<file path="src/rtl/pclk_pkg.sv">
package pclk_pkg;

    typedef enum logic [1:0] {
        SRC_OSC  = 2'b00,
        SRC_HALF = 2'b01,
        SRC_PLL  = 2'b10,
        SRC_LIMP = 2'b11
    } src_e;

    typedef enum logic [1:0] {
        MD_BYPASS,
        MD_RELOCK,
        MD_RUN,
        MD_OFF
    } mode_e;

    typedef enum logic [1:0] {
        WR_MULT = 2'b00,
        WR_DIV  = 2'b01,
        WR_OFF  = 2'b10,
        WR_NONE = 2'b11
    } wr_tgt_e;

    typedef enum logic {
        MON_PRESENT,
        MON_MISSING
    } mon_e;

endpackage

</file>
<file path="src/rtl/pclk_sync.sv">
module pclk_sync #(
    parameter int STAGES = 2
) (
    input  logic clk,
    input  logic rst_n,
    input  logic d,
    output logic q
);
    logic [STAGES-1:0] chain;

    generate
        for (genvar i = 0; i < STAGES; i++) begin : g_stage
            if (i == 0) begin : g_first
                always_ff @(posedge clk or negedge rst_n) begin
                    if (!rst_n) chain[0] <= 1'b0;
                    else        chain[0] <= d;
                end
            end else begin : g_next
                always_ff @(posedge clk or negedge rst_n) begin
                    if (!rst_n) chain[i] <= 1'b0;
                    else        chain[i] <= chain[i-1];
                end
            end
        end
    endgenerate

    assign q = chain[STAGES-1];
endmodule

</file>
<file path="src/rtl/pclk_regs.sv">
module pclk_regs
    import pclk_pkg::*;
#(
    parameter int MULT_W   = 4,
    parameter int MULT_MAX = 10
) (
    input  logic              clk,
    input  logic              rst_n,
    input  logic              wr_en,
    input  logic              prot_en,
    input  wr_tgt_e           wr_tgt,
    input  logic [MULT_W-1:0] wr_data,
    input  logic              err_rd,
    output logic [MULT_W-1:0] mult_q,
    output logic              div_q,
    output logic              off_q,
    output logic              mult_acc,
    output logic              err_q
);
    localparam logic [MULT_W-1:0] MAX_CODE = MULT_W'(MULT_MAX);

    logic wr_live;
    logic div_acc;
    logic off_acc;
    logic bad_wr;
    logic data_zero;

    assign wr_live   = wr_en && prot_en;
    assign data_zero = (wr_data == '0);

    always_comb begin
        mult_acc = 1'b0;
        div_acc  = 1'b0;
        off_acc  = 1'b0;
        bad_wr   = 1'b0;
        if (wr_live) begin
            unique case (wr_tgt)
                WR_MULT: begin
                    if (wr_data > MAX_CODE || div_q || (off_q && !data_zero))
                        bad_wr = 1'b1;
                    else
                        mult_acc = 1'b1;
                end
                WR_DIV: begin
                    if (wr_data[0] && mult_q != '0) bad_wr  = 1'b1;
                    else                            div_acc = 1'b1;
                end
                WR_OFF: begin
                    if (wr_data[0] && mult_q != '0) bad_wr  = 1'b1;
                    else                            off_acc = 1'b1;
                end
                WR_NONE: ;
            endcase
        end
    end

    always_ff @(posedge clk or negedge rst_n) begin
        if (!rst_n) begin
            mult_q <= '0;
            div_q  <= 1'b0;
            off_q  <= 1'b0;
            err_q  <= 1'b0;
        end else begin
            if (mult_acc) mult_q <= wr_data;
            if (div_acc)  div_q  <= wr_data[0];
            if (off_acc)  off_q  <= wr_data[0];
            if (bad_wr)       err_q <= 1'b1;
            else if (err_rd)  err_q <= 1'b0;
        end
    end
endmodule

</file>
<file path="src/rtl/pclk_clkmon.sv">
module pclk_clkmon
    import pclk_pkg::*;
#(
    parameter int SYNC_N = 2,
    parameter int WIN    = 16,
    parameter int REC    = 4
) (
    input  logic clk,
    input  logic rst_n,
    input  logic osc_tgl,
    output logic armed,
    output logic missing
);
    localparam int CW = (WIN > 1) ? $clog2(WIN) : 1;
    localparam int GW = $clog2(REC + 1);
    localparam logic [CW-1:0] WIN_LAST = CW'(WIN - 1);
    localparam logic [GW-1:0] REC_LAST = GW'(REC - 1);

    mon_e          state, state_nx;
    logic          tgl_s, tgl_prev, tgl_edge;
    logic [CW-1:0] win_cnt;
    logic [GW-1:0] good_cnt, good_nx;
    logic          seen;
    logic          win_end, hit;

    pclk_sync #(.STAGES(SYNC_N)) u_tgl_sync (
        .clk(clk), .rst_n(rst_n), .d(osc_tgl), .q(tgl_s)
    );

    assign tgl_edge = tgl_s ^ tgl_prev;
    assign win_end  = (win_cnt == WIN_LAST);
    assign hit      = seen || tgl_edge;

    always_comb begin
        state_nx = state;
        good_nx  = good_cnt;
        if (win_end) begin
            unique case (state)
                MON_PRESENT: begin
                    if (!hit) state_nx = MON_MISSING;
                    good_nx = '0;
                end
                MON_MISSING: begin
                    if (!hit) begin
                        good_nx = '0;
                    end else if (good_cnt == REC_LAST) begin
                        state_nx = MON_PRESENT;
                        good_nx  = '0;
                    end else begin
                        good_nx = good_cnt + 1'b1;
                    end
                end
            endcase
        end
    end

    always_ff @(posedge clk or negedge rst_n) begin
        if (!rst_n) begin
            state    <= MON_PRESENT;
            good_cnt <= '0;
            win_cnt  <= '0;
            seen     <= 1'b0;
            tgl_prev <= 1'b0;
            armed    <= 1'b0;
        end else begin
            state    <= state_nx;
            good_cnt <= good_nx;
            tgl_prev <= tgl_s;
            if (tgl_edge) armed <= 1'b1;
            if (win_end) begin
                win_cnt <= '0;
                seen    <= 1'b0;
            end else begin
                win_cnt <= win_cnt + 1'b1;
                seen    <= hit;
            end
        end
    end

    always_comb missing = (state == MON_MISSING);
endmodule

</file>
<file path="src/rtl/pclk_fsm.sv">
module pclk_fsm
    import pclk_pkg::*;
(
    input  logic  clk,
    input  logic  rst_n,
    input  logic  mult_acc,
    input  logic  new_zero,
    input  logic  div_q,
    input  logic  off_q,
    input  logic  lock_s,
    input  logic  limp_req,
    output src_e  clk_sel,
    output logic  pll_en,
    output logic  locked,
    output logic  limp_active
);
    mode_e mode, mode_nx;
    logic  wait_low, wait_nx;

    always_comb begin
        mode_nx = mode;
        unique case (mode)
            MD_BYPASS: begin
                if (mult_acc && !new_zero) mode_nx = MD_RELOCK;
                else if (off_q)            mode_nx = MD_OFF;
            end
            MD_RELOCK: begin
                if (mult_acc)                mode_nx = new_zero ? MD_BYPASS : MD_RELOCK;
                else if (!wait_low && lock_s) mode_nx = MD_RUN;
            end
            MD_RUN: begin
                if (mult_acc)     mode_nx = new_zero ? MD_BYPASS : MD_RELOCK;
                else if (!lock_s) mode_nx = MD_RELOCK;
            end
            MD_OFF: begin
                if (!off_q) mode_nx = MD_BYPASS;
            end
        endcase
    end

    always_comb begin
        if (mode_nx == MD_RELOCK && (mode != MD_RELOCK || mult_acc))
            wait_nx = 1'b1;
        else if (!lock_s)
            wait_nx = 1'b0;
        else
            wait_nx = wait_low;
    end

    always_ff @(posedge clk or negedge rst_n) begin
        if (!rst_n) begin
            mode     <= MD_BYPASS;
            wait_low <= 1'b0;
        end else begin
            mode     <= mode_nx;
            wait_low <= wait_nx;
        end
    end

    always_comb begin
        limp_active = limp_req && (mode != MD_OFF);
        pll_en      = (mode != MD_OFF);
        locked      = (mode == MD_RUN);
        if (limp_active)        clk_sel = SRC_LIMP;
        else if (mode == MD_RUN) clk_sel = SRC_PLL;
        else if (div_q)         clk_sel = SRC_OSC;
        else                    clk_sel = SRC_HALF;
    end
endmodule

</file>
<file path="src/rtl/pll_clk_ctrl.sv">
module pll_clk_ctrl
    import pclk_pkg::*;
#(
    parameter int MULT_W   = 4,
    parameter int MULT_MAX = 10,
    parameter int SYNC_N   = 2,
    parameter int WIN      = 16,
    parameter int REC      = 4
) (
    input  logic              clk,
    input  logic              rst_n,
    input  logic              osc_tgl,
    input  logic              pll_lock,
    input  logic              prot_en,
    input  logic              wr_en,
    input  logic [1:0]        wr_sel,
    input  logic [MULT_W-1:0] wr_data,
    input  logic              err_rd,
    output logic [1:0]        clk_sel,
    output logic              pll_en,
    output logic [MULT_W-1:0] mult_o,
    output logic              full_rate,
    output logic              locked,
    output logic              limp_active,
    output logic              clk_missing,
    output logic              wr_err
);
    logic mult_acc, div_q, off_q, lock_s, armed, missing;
    src_e sel_e;

    pclk_sync #(.STAGES(SYNC_N)) u_lock_sync (
        .clk(clk), .rst_n(rst_n), .d(pll_lock), .q(lock_s)
    );

    pclk_regs #(.MULT_W(MULT_W), .MULT_MAX(MULT_MAX)) u_regs (
        .clk(clk), .rst_n(rst_n), .wr_en(wr_en), .prot_en(prot_en),
        .wr_tgt(wr_tgt_e'(wr_sel)), .wr_data(wr_data), .err_rd(err_rd),
        .mult_q(mult_o), .div_q(div_q), .off_q(off_q),
        .mult_acc(mult_acc), .err_q(wr_err)
    );

    pclk_clkmon #(.SYNC_N(SYNC_N), .WIN(WIN), .REC(REC)) u_mon (
        .clk(clk), .rst_n(rst_n), .osc_tgl(osc_tgl),
        .armed(armed), .missing(missing)
    );

    pclk_fsm u_fsm (
        .clk(clk), .rst_n(rst_n), .mult_acc(mult_acc),
        .new_zero(wr_data == '0), .div_q(div_q), .off_q(off_q),
        .lock_s(lock_s), .limp_req(armed && missing),
        .clk_sel(sel_e), .pll_en(pll_en), .locked(locked),
        .limp_active(limp_active)
    );

    assign clk_sel     = sel_e;
    assign full_rate   = div_q;
    assign clk_missing = missing;
endmodule

</file>
<file path="config.mk">
export PLATFORM = sky130hd
export DESIGN_NAME = pll_clk_ctrl
export DESIGN_NICKNAME = d
export VERILOG_FILES = /design/src/rtl/pclk_pkg.sv /design/src/rtl/pclk_sync.sv /design/src/rtl/pclk_regs.sv /design/src/rtl/pclk_clkmon.sv /design/src/rtl/pclk_fsm.sv /design/src/rtl/pll_clk_ctrl.sv
export SDC_FILE = /design/constraint.sdc
export NUM_CORES = 1
export LEC_CHECK = 0
export BUFFER_PORTS_ARGS = -buffer_cell sky130_fd_sc_hd__buf_4
export CORE_MARGIN = 2
export CORE_UTILIZATION = 44
export CTS_CLUSTER_DIAMETER = 120
export DETAILED_ROUTE_END_ITERATION = 16
export PLACE_DENSITY = 0.77
export SETUP_SLACK_MARGIN = 0.2
export SKIP_LAST_GASP = 1
export SLEW_MARGIN = 10
export SYNTH_ARGS = -nofsm -noshare
export SYNTH_HDL_FRONTEND = slang
export SYNTH_HIERARCHICAL = 1
export SYNTH_SLANG_ARGS = --single-unit
export TNS_END_PERCENT = 30
</file>
<file path="constraint.sdc">
create_clock -name clk -period 3.85 [get_ports clk]
set_input_delay 0 -clock clk [delete_from_list [all_inputs] [get_ports clk]]
set_output_delay 0 -clock clk [all_outputs]
set_load 0.03 [all_outputs]
</file>
## Word-level counts from Yosys, hierarchy flattened

Index checks and enable logic that the tools add are counted.

- Input bits: 13
- Logic and storage cells: 89
- Output and inout bits: 12
- Flip-flop bits (word level): 25

- Multiplexer cells: 37
- $lt $le $gt $ge: 1
- Add/subtract/negate cells: 2
- Equal/unequal tests: 11
- Reduce and logical (&&, ||, !) cells: 20
- Bitwise operators: 2

Operators by type and width:

| cell | number |
|---|---|
| $mux 1 | 21 |
| $mux 2 | 9 |
| $logic_and 1x1->1 | 8 |
| $pmux 2 s4 | 1 |
| $eq 2x1->1 const B | 3 |
| $eq 2x2->1 const B | 3 |
| $mux 3 | 2 |
| $pmux 3 s2 | 1 |
| $add 4x1->4 const B | 1 |
| $eq 4x4->1 const B | 1 |
| $gt 4x4->1 const B | 1 |
| $logic_not 2->1 | 2 |
| $logic_not 4->1 | 1 |
| $logic_or 1x1->1 | 4 |
| $mux 4 | 1 |
| $ne 2x1->1 const B | 2 |
| $pmux 1 s2 | 2 |
| $reduce_bool 4->1 | 1 |
| $add 3x1->3 const B | 1 |
| $eq 3x2->1 const B | 1 |
| $logic_not 1->1 | 2 |
| $ne 2x2->1 const B | 1 |
| $reduce_bool 2->1 | 1 |
| $reduce_or 2->1 | 1 |
| other kinds (2) | 2 |

## Logic depth before layout (Yosys ltp)

Gate-level depths: netlist of run 1.

- Word-level depth: 13
- Depth in mapped cells: 8

## Hierarchy

Netlist of run 1, hierarchy kept.

Modules (own cells, without submodules):

| module | cells an instance | area each (µm²) | instances |
|---|---|---|---|
| pclk_regs | 52 | 493.0 | 1 |
| pclk_clkmon | 38 | 454.2 | 1 |
| pclk_fsm | 32 | 261.5 | 1 |
| pclk_sync | 2 | 50.0 | 2 |
| pll_clk_ctrl | 2 | 18.8 | 1 |

## Least setup slack after synthesis of run 1

No wires, ideal clock.

- Path kind: register -> register
- From: register u_regs.div_q
- To: register u_fsm.wait_low
- Setup time: 104 ps
- Stages on the path, launching flop included: 7
- Path buffers: 0
- Period minus slack after synthesis: 1,975 ps
- Arrival: 1,871 ps
- Path slack: 1,875 ps
- Cell sequence: dfrtp_1 > nand4b_1 > a31oi_4 > or2b_4 > a21oi_2 > o211a_1 > o41ai_2

- Longest elaborated chain between the ends: 11

Ends and longest elaborated chain:

| what | RTL line | source |
|---|---|---|
| start, declared | pclk_regs.sv:15 | `output logic div_q,` |
| start signal, assigned | pclk_regs.sv:65 | `if (div_acc) div_q <= wr_data[0];` |
| $logic_or 1x1->1 (*) (2 in a row) | pclk_regs.sv:39 | `if (wr_data > MAX_CODE \|\| div_q \|\| (off_q && !data_zero))` |
| $mux 1 (*) | pclk_regs.sv:39 |  |
| $mux 1 (*) | pclk_regs.sv:37 | `unique case (wr_tgt)` |
| $mux 1 (*) | pclk_regs.sv:36 | `if (wr_live) begin` |
| net mult_acc | pll_clk_ctrl.sv:28 | `logic mult_acc, div_q, off_q, lock_s, armed, missing;` |
| $logic_and 1x1->1 | pclk_fsm.sv:24 | `if (mult_acc && !new_zero) mode_nx = MD_RELOCK;` |
| $mux 2 | pclk_fsm.sv:24 |  |
| $pmux 2 s4 | pclk_fsm.sv:22 | `unique case (mode)` |
| $eq 2x1->1 | pclk_fsm.sv:42 | `if (mode_nx == MD_RELOCK && (mode != MD_RELOCK \|\| mult_acc))` |
| $logic_and 1x1->1 (*) | pclk_fsm.sv:42 |  |
| $ne 2x1->1 (no line) or $mux 1 (tied branches) | n/a |  |
| end signal, assigned | pclk_fsm.sv:56 | `wait_low <= wait_nx;` |
| end, declared | pclk_fsm.sv:18 | `logic wait_low, wait_nx;` |

The timed path passes the listed nets; every way through them passes the cells marked *.
A chain may end at the register's enable or synchronous reset.

## Final worst setup path of run 1

- From: input port wr_data[0]
- To: register u_fsm.wait_low

- Longest elaborated chain between the ends: 13

Ends and longest elaborated chain:

| what | RTL line | source |
|---|---|---|
| start, declared | pll_clk_ctrl.sv:17 | `input logic [MULT_W-1:0] wr_data,` |
| branches (longest 3 deep; another with $gt 4x4->1) | n/a |  |
| $logic_or 1x1->1 (*) | pclk_regs.sv:39 |  |
| $mux 1 (*) | pclk_regs.sv:39 |  |
| $mux 1 (*) | pclk_regs.sv:37 |  |
| $mux 1 (*) | pclk_regs.sv:36 |  |
| net mult_acc | pll_clk_ctrl.sv:28 |  |
| $logic_and 1x1->1 | pclk_fsm.sv:24 |  |
| $mux 2 | pclk_fsm.sv:24 |  |
| $pmux 2 s4 | pclk_fsm.sv:22 |  |
| $eq 2x1->1 | pclk_fsm.sv:42 |  |
| $logic_and 1x1->1 (*) | pclk_fsm.sv:42 |  |
| $ne 2x1->1 (no line) or $mux 1 (tied branches) | n/a |  |

Mark *: on every way through the listed nets, which the timed path passes.

==> results of run 1 <==
-- cell usage after synthesis (all sizes together), types with 2 or more instances --
cell	n	area share (%)
dfrtp	25	47
o21ai	14	5.3
inv	9	2.5
nand3	8	3.4
nor2	8	2.3
nand2	7	2.0
ha	6	5.7
nand3b	4	2.3
a21oi	3	1.4
nor3	3	1.1
a211o	2	1.3
buf	2	0.94
nand2b	2	0.94
nand4	2	0.94
nand4b	2	1.3
nor4	2	1.4
o22a	2	1.3
o22ai	2	0.94
or2b	2	1.4
or4	2	1.7
-- state kept, by name (all words and copies together), names as in the netlist, 2 cells and up --
name / flops
u_fsm/mode: 2
u_mon/good_cnt: 3
u_mon/win_cnt: 4
u_regs/mult_q: 4
-- layout make-up --
cell class              instances  area [µm²]
flip-flops and latches         25       625.6
clock buffers                   3       22.52
clock inverters                 1       8.758
inverters                      10       37.54
multi-input cells              91       651.9
repair buffers                 32       260.3
well taps                      31       38.79
fillers                       247        1160
-- cell usage in the layout, fill, tap and decap left out, types with 3 or more instances in the layout --
| cell type | netlist | layout |
|---|---|---|
| buf_4 | 1 | 24 |
| clkbuf_4 | 0 | 3 |
| dfrtp_1 | 25 | 25 |
| dlygate4sd3_1 | 0 | 8 |
| ha_1 | 6 | 6 |
| inv_1 | 9 | 9 |
| nand2_1 | 7 | 7 |
| nand3_1 | 7 | 7 |
| nand3b_1 | 4 | 4 |
| nor2_1 | 8 | 8 |
| nor3_1 | 3 | 3 |
| o21ai_0 | 10 | 10 |
| o21ai_1 | 4 | 4 |
-- critical path, delay by kind of cell --
family / cells / cell delay, ns
buffers and inverters: 2 / 0.71
AO/OA/AOI/OAI: 4 / 0.82
AND/OR/NAND/NOR: 2 / 0.74
-- stage by stage --
step	util, %	hold WS, ns	instances	instance area [µm²]
2_1_floorplan	-	-0.2956	128	1328
3_3_place_gp	54.68	-0.07863	181	1534
3_5_place_dp	54.68	-0.07820	181	1534
4_1_cts	58.65	0.02562	193	1645
5_1_grt	58.65	0.03173	193	1645
6_report	58.65	0.04862	193	1645
-- cells by family (layout without fill, tap and decap cells) --
| kind of cell | Yosys count | in the layout |
|---|---|---|
| flops | 25 | 25 |
| simple gates | 49 | 49 |
| buf+inv | 12 | 46 |
| compound gates | 34 | 34 |
| xor+xnor | 2 | 2 |
| fa+ha+maj | 6 | 6 |
-- routing by layer --
| layer | vias to the layer above | share of wire, % |
|---|---|---|
| li1 | 542 | - |
| met1 | 525 | 46 |
| met2 | 36 | 48 |
| met3 | 4 | 4.7 |
| met4 | 0 | 1.0 |
| met5 | - | 0 |
-- timing repair --
item | CTS | global route
setup endpoints to repair | 0 | 0
endpoints found under the hold margin | 33 | 0
hold buffers | 8 | 0
-- power breakdown --
part | total [W] | switching [W] | leakage (nW) | internal, W
registers | 0.000377 | 0.0000694 | 0.311 | 0.000308
clock network | 0.000127 | 0.0000847 | 0.0183 | 0.0000424
logic | 0.000326 | 0.000181 | 0.414 | 0.000144
-- worst min-delay path by stage --
stage | slack, ns | startpoint | cells past startpoint | to
after global routing | 0.03 | wr_en | 3 | u_regs/div_q$_DFFE_PN0P_
after global placement | -0.08 | rst_n | 1 | u_regs/mult_q[3]$_DFFE_PN0P_
after detailed placement | -0.08 | rst_n | 1 | u_regs/err_q$_DFFE_PN0P_
after floorplan | -0.30 | rst_n | 0 | u_fsm/mode[0]$_DFF_PN0_
after CTS | 0.03 | wr_en | 3 | u_regs/div_q$_DFFE_PN0P_
final | 0.05 | wr_en | 3 | u_regs/div_q$_DFFE_PN0P_
==> flow_summary.ini, run 1 <==
[run_status]
status = complete, but fails checks
violations = DRC

[sta]
final-hold-violation-count = 0
fin_crit_ns = 2.032
skew_ns = 0.001789
finalSetupViolations = 0
rsz0062_at_grt = no
worst_slew_pin_slew_ns = 0.4267
max_freq_mhz = 492.2
final_max_slew_viol_count = 0
fin_ws_ns = 1.818
fin_setup_tns_ns = 0
final.period_utilization_pct = 52.77
max-slew-margin-rel_pct = 71.48

[global_route]
grt_max_degree = 26
grt_pass1_vias = 954
gr-usage-met1_pct = 20.40
use_met3_pct = 3.956
grt_use_total_pct = 15.62
antenna_found_initial = 0
grt-ovfl-total = 0
met2_usage_pct = 24.92
grt_pass1_wl_mm = 4.077
grt_busiest_layer = met2

[placement]
place_worst_setup_slack_ns = 1.892
port_buffers = 24
dp_hpwl_mm = 1.876
gp_congestion = 0.9089

[floorplan]
core_area_mm2 = 0.002805
rows = 19
pin_count = 25
die_h_um = 58.93
dieWidth_um = 58.93
initial_utilization_pct = 47.32
die-area_mm2 = 0.003473

[synth]
synth_mux_area_share_pct = 0
ys_seq_elements = 25
synth_top_family_by_area = simple AND/OR/NAND/NOR gates
syn_avg_cell_area_um2 = 10.37
synth-async-reset-ratio_pct = 100.0
synth_area_mm2 = 0.001328
syn_inst = 128
synth_edf_count = 0
synth_seq_area_share_pct = 47.13
synth_cell_type_count = 47
synth_adder_area_share_pct = 5.655
syn_nets = 147
synth-warning-count = 6
synth_compound_area_share_pct = 19.32
synth_xor_area_share_pct = 1.320
synth-simple-area-share_pct = 22.81
synth_top_flop_cell = dfrtp_1

[worst_setup_path]
r2r_slack_ns = 1.85
path_cells = dlygate4sd3_1, buf_4, or4_4, a31oi_4, or2b_4, a21oi_2, o211a_1, o41ai_2
cp_max_fo = 9
crit_start = wr_data[0]
cpPeakStageDelay_ns = 0.56
reg2reg_depth = 6
required_ns = 4.10
start_kind = input port
cp_data_arrival_time_ns = 2.28
crit_path_end = u_fsm/wait_low$_DFFE_PN0P_
crit_type = in -> reg
cp-end-kind = register
critPathSlowestCell = or4_4
r2r-start = u_regs/div_q$_DFFE_PN0P_
reg2reg_to = u_fsm/wait_low$_DFFE_PN0P_

[clock_network]
postCtsSetupRepairBufs = 0
cts_buffers = 3
clk_latency_ns = 0.33
cts_buffer_depth = 2
cts_resized = 0
cts_sinks = 25
h-tree-depth = 1
clk_pin_slew_ns = 0.14
cts_tree = done
clockRootBuffer = clkbuf_4

[drt]
first_iter_violations = 65
avgViaCountPerCell = 5.736
vias = 1107
postRouteAntennaNets = 0
drc_errors = 2
finalWirelength_mm = 2.626
wl_per_cell_um = 13.61
drt_first_pass_iters = 13

[finish]
diodes = 0
syn_to_final_growth_pct = 23.94
drive_above_1_share_pct = 22.84
layout.nets = 182

[power_and_ir_drop]
p_total_w = 0.0008300
p_per_area_mw_per_mm2 = 504.5
p_leak_nw = 0.7437
peakVddDrop_mv = 0.3463

[run]
cap_violations = 0

[worst_hold_path]
hold_class = in -> reg
(Power assumes the default switching activity.)
==> run 2: changes to the inputs <==
Settings changed: PLACE_DENSITY 0.77 to 0.79.
Clock period 3.85 ns to 1.7 ns, I/O delays scaled along.
==> run 2 against run 1 <==
Net effect: final area rose by 2.1%; clock power rose by 110%; sequential cell count did not move; register-to-register slack got worse by 1.9 ns; the flow finishes with violations (DRC, setup timing); sequential share of layout area fell by 0.72 points; critical endpoint unchanged; non-clock buffer count rose by 6; combinational power rose to 2.5 times the previous value; utilization rose by 1.2 points; cell count rose by 3.1%; critical path depth fell by 2; highest routed layer unchanged.
==> flow_summary.ini, run 2 (synthesis results as in run 1) <==
[placement]
place_worst_setup_slack_ns = -0.01868
port_buffers = 24
dp_hpwl_mm = 2.071
gp_congestion = 0.8241

[clock_network]
cts_buffers = 3
cts_sinks = 25
clk_pin_slew_ns = 0.14
clk_latency_ns = 0.31
clockRootBuffer = clkbuf_4
h-tree-depth = 1
cts_tree = done
cts_buffer_depth = 2

[floorplan]
rows = 19
pin_count = 25
core_area_mm2 = 0.002805
initial_utilization_pct = 47.32
die-area_mm2 = 0.003473
die_h_um = 58.93
dieWidth_um = 58.93

[sta]
finalSetupViolations = 1
final-hold-violation-count = 0
rsz0062_at_grt = yes
worst_slew_pin_slew_ns = 0.4361
whs_ns = 0.02178
max-slew-margin-rel_pct = 70.85
final_max_slew_viol_count = 0
fin_ws_ns = -0.003949
skew_ns = 0.002009
max_freq_mhz = 586.9
fin_crit_ns = 1.704
final.period_utilization_pct = 100.2

[drt]
drt_first_pass_iters = 10
vias = 1137
first_iter_violations = 51
wl_per_cell_um = 13.89
drc_errors = 2
avgViaCountPerCell = 5.714
postRouteAntennaNets = 0
finalWirelength_mm = 2.765

[power_and_ir_drop]
p_comb_share_pct = 42.9
seqPwrFrac_pct = 43.2
clockPowerShare_pct = 14.0
peakVddDrop_mv = 0.4567
p_total_w = 0.001910
p_int_w = 0.001149
p_leak_nw = 0.7755
switchingPower_w = 0.0007615
p_per_area_mw_per_mm2 = 1137
switching_share_pct = 39.87

[worst_setup_path]
path_buf_inv = 0
path_cells = a211o_1, a31oi_4, or2b_4, a21oi_2, o211a_1, o41ai_2
cpPeakStageDelay_ns = 0.43
critPathSlowestCell = dfrtp_1
cp_data_arrival_time_ns = 1.93
cp_max_fo = 5
cp_top_family = compound AO/OA/AOI/OAI gates
start_kind = register
required_ns = 1.92
cp-end-kind = register
crit_type = reg -> reg

[global_route]
grt_max_degree = 26
grt-ovfl-total = 0
grt_use_total_pct = 17.76
antenna_found_initial = 0
grt_pass1_vias = 1098
grt_pass1_wl_mm = 4.761

[finish]
drive_above_1_share_pct = 29.17
layout.nets = 188
diodes = 0
most-common-layout-cells = 34 x buf_4, 24 x dfrtp_1, 10 x o21ai_0, 9 x inv_1, 8 x nor2_1
reg.largest.list = u_mon/win_cnt x4, u_regs/mult_q x4, u_mon/good_cnt x3
syn_to_final_growth_pct = 26.58
layout_commonest_cell = buf_4
final_util_pct = 59.90

[run]
cap_violations = 0

[run_status]
violations = DRC, setup timing
status = complete, but fails checks

[worst_hold_path]
hold_class = in -> reg
## run 2: cell types whose count changed in the layout (fill, tap and decap cells not counted)
cell / change
dfrtp_2: +1
clkinv_2: +1
buf_4: +10
dlygate4sd3_1: -4
inv_6: -1
dfrtp_1: -1
nor2b_1: -1
nor2b_2: +1
## run 2: layout make-up
class                   count  area (µm²)
clock inverters             1       5.005
repair buffers             38       295.3
flip-flops and latches     25       626.9
clock buffers               3       22.52
multi-input cells          91       654.4
inverters                  10       37.54
fillers                   222        1125
well taps                  31       38.79
## run 2: power by group through the flow
stage | clock network (W) | registers [W] | logic [W]
6_report | 0.000267 | 0.000825 | 0.000819
5_1_grt | 0.000302 | 0.000841 | 0.000883
4_1_cts | 0.000281 | 0.000821 | 0.000816
3_5_place_dp | 0 | 0.000834 | 0.000805
3_3_place_gp | 0 | 0.000826 | 0.000782
2_1_floorplan | 0 | 0.000905 | 0.000433
## run 2: stage by stage
step / cell area (µm²) / TNS (ns) / cells
global route: 1680 / -0.1656 / 199
floorplan: 1329 / -0.1962 / 128
CTS: 1665 / 0 / 197
finish: 1680 / -0.003949 / 199
detailed placement: 1588 / -0.01868 / 188
global placement: 1588 / 0 / 188
## run 2: worst register-to-register path: cells and delay by family, from the launching register on
family             cells  cell delay, ns
and+or+nand+nor        1            0.17
DFF                    1            0.43
AOI/OAI and AO/OA      5            1.01
## run 2: worst paths after layout
| check | cells after the start | slack (ns) | endpoint | start |
|---|---|---|---|---|
| min in group asynchronous | 2 | 0.10 | u_regs/err_q$_DFFE_PN0P_ | rst_n |
| worst min-delay path | 2 | 0.02 | u_regs/mult_q[2]$_DFFE_PN0P_ | wr_data[2] |
| worst max-delay path | 6 | -0.004 | u_fsm/wait_low$_DFFE_PN0P_ | u_regs/off_q$_DFFE_PN0P_ |
| worst max register to register | 6 | -0.004 | u_fsm/wait_low$_DFFE_PN0P_ | u_regs/off_q$_DFFE_PN0P_ |
| max in group asynchronous | 2 | 1.35 | u_regs/div_q$_DFFE_PN0P_ | rst_n |
| worst min register to register | 0 | 0.36 | u_mon/u_tgl_sync/q$_DFF_PN0_ | u_mon/u_tgl_sync/chain[0]$_DFF_PN0_ |
## run 2: timing repair
item	in CTS	in global routing
setup endpoints to repair	4	7
setup buffers	1	2
hold endpoints to repair	28	0
gates resized for setup	1	0
pin swaps	3	1
hold buffers	4	0
## run 2: layer usage
layer | global-route usage, % | up-vias | part of all wire, %
met2 | 27.94 | 36 | 50
met5 | 0 | - | 0
li1 | - | 556 | -
met4 | 7.143 | 0 | 1.0
met1 | 24.79 | 541 | 44
met3 | 2.418 | 4 | 4.6
==> run 3: changes to the inputs <==
Settings changed: GPL_ROUTABILITY_DRIVEN from default to 1.
Clock period 1.7 ns to 1.4 ns, I/O delays scaled along.
==> run 3 against run 2 <==
Net effect: the run still ends with DRC, setup timing left; clock power rose by 25%; first-iteration DRC count rose by 25%; sequential share of layout area fell by 2.8 points; total power rose by 32%; combinational power rose by 49%; clock-buffer cell count did not move; final area rose by 8.0%; maximum frequency rose by 0.12%; critical path type unchanged; critical endpoint unchanged; largest power group is now combinational cells.
==> flow_summary.ini, run 3 (synthesis results as in run 1) <==
[floorplan]
core_area_mm2 = 0.002805
die-area_mm2 = 0.003473
rows = 19
initial_utilization_pct = 47.32
die_h_um = 58.93
pin_count = 25
dieWidth_um = 58.93

[worst_setup_path]
required_ns = 1.62
cp_top_family = compound AO/OA/AOI/OAI gates
crit_type = reg -> reg
cp-end-kind = register
path_buf_inv = 0
reg2reg_depth = 6
worstSetupPathDepth = 6
start_kind = register
cp_data_arrival_time_ns = 1.93
cp_max_fo = 4
cpPeakStageDelay_ns = 0.43
critPathSlowestCell = dfrtp_1
path_cells = a211o_1, a31oi_4, or2b_4, a21oi_2, o211a_1, o41ai_2

[drt]
avgViaCountPerCell = 5.414
vias = 1164
drc_errors = 2
finalWirelength_mm = 2.988
wl_per_cell_um = 13.90
postRouteAntennaNets = 0
drt_first_pass_iters = 10
first_iter_violations = 64

[power_and_ir_drop]
p_per_area_mw_per_mm2 = 1395
p_total_w = 0.002531
peakVddDrop_mv = 0.7499
p_leak_nw = 0.8505

[placement]
port_buffers = 24
dp_hpwl_mm = 2.226
gp_congestion = 0.7813
dpl_cell_area_mm2 = 0.001695

[run]
cap_violations = 0

[finish]
fill_cells = 229
layout_commonest_cell = buf_4
most-common-layout-cells = 50 x buf_4, 24 x dfrtp_1, 9 x inv_1, 9 x o21ai_0, 8 x nor2_1
diodes = 0
reg.largest.list = u_mon/win_cnt x4, u_regs/mult_q x4, u_mon/good_cnt x3
syn_to_final_growth_pct = 36.66
final_util_pct = 64.67
layout.nets = 204
final_area_mm2 = 0.001814
drive_above_1_share_pct = 35.87

[global_route]
grt-ovfl-total = 0
grt_pass1_vias = 1229
grt_use_total_pct = 18.72
antenna_found_initial = 0
grt_max_degree = 26
grt_pass1_wl_mm = 5.057

[sta]
max-slew-margin-rel_pct = 70.53
finalSetupViolations = 9
fin_crit_ns = 1.702
skew_ns = 0.001147
fin_ws_ns = -0.3019
final-hold-violation-count = 0
final.period_utilization_pct = 121.6
whs_ns = 0.05923
final_max_slew_viol_count = 0
rsz0062_at_grt = yes
max_freq_mhz = 587.6
worst_slew_pin_slew_ns = 0.4380

[worst_hold_path]
worstHoldPathCells = 3
hold_class = in -> reg

[clock_network]
clk_pin_slew_ns = 0.14
clockRootBuffer = clkbuf_4
h-tree-depth = 1
cts_buffer_depth = 2
cts_tree = done
clk_latency_ns = 0.32
cts_sinks = 25
cts_buffers = 3

[run_status]
status = complete, but fails checks
violations = DRC, setup timing
-- run 3: tightest hold or removal path, stage by stage --
cell and delay [ns]:
buf_4 0.13, nand3_1 0.10, o22a_1 0.13
-- run 3: final timing paths --
check                                                         start                            to  slack, ns
worst max register to register             u_regs/off_q$_DFFE_PN0P_    u_fsm/wait_low$_DFFE_PN0P_      -0.30
worst min register to register  u_mon/u_tgl_sync/chain[0]$_DFF_PN0_  u_mon/u_tgl_sync/q$_DFF_PN0_       0.37
max in group asynchronous                                     rst_n      u_regs/div_q$_DFFE_PN0P_       1.03
worst max-delay path                       u_regs/off_q$_DFFE_PN0P_    u_fsm/wait_low$_DFFE_PN0P_      -0.30
worst min-delay path                                          wr_en      u_regs/div_q$_DFFE_PN0P_       0.06
min in group asynchronous                                     rst_n  u_regs/mult_q[3]$_DFFE_PN0P_       0.11
-- run 3: power by group --
group	internal, W	switching, W	leakage, nW
Sequential	0.000849	0.000132	0.310
Clock	0.000109	0.000225	0.0139
Combinational	0.000601	0.000615	0.527
-- run 3: area by class of cell --
class | count | area (µm²) | area share, %
Inverter | 10 | 37.54 | 2.069
Multi-Input combinational cell | 91 | 665.6 | 36.69
Tap cell | 31 | 38.79 | 2.138
Timing Repair Buffer | 54 | 415.4 | 22.90
Clock inverter | 1 | 7.507 | 0.4138
Sequential cell | 25 | 626.9 | 34.55
Clock buffer | 3 | 22.52 | 1.241
-- run 3: timing repair --
item | 4_1_cts | 5_1_grt
endpoints found under the hold margin | 28 | 0
hold buffers | 4 | 0
setup buffers | 3 | 2
gates resized for setup | 1 | 2
endpoints found under the setup margin | 15 | 18
cloned | 0 | 0
pin swaps | 0 | 1
-- run 3: stage by stage --
step	setup WS (ns)	TNS (ns)	instances
final	-0.3019	-1.003	215
after global routing	-0.3721	-1.630	215
after CTS	-0.2972	-0.9549	213
after detailed placement	-0.3485	-0.8245	202
after global placement	-0.2409	-0.6204	202
after floorplan	-0.4169	-1.325	128
-- run 3: per-layer routing --
layer	vias to the layer above	part of all wire (%)	GRT usage [%]
met5	-	0	0
met4	0	1.0	6.818
met3	5	4.2	3.077
met2	30	52	33.33
met1	548	43	22.63
li1	581	-	-
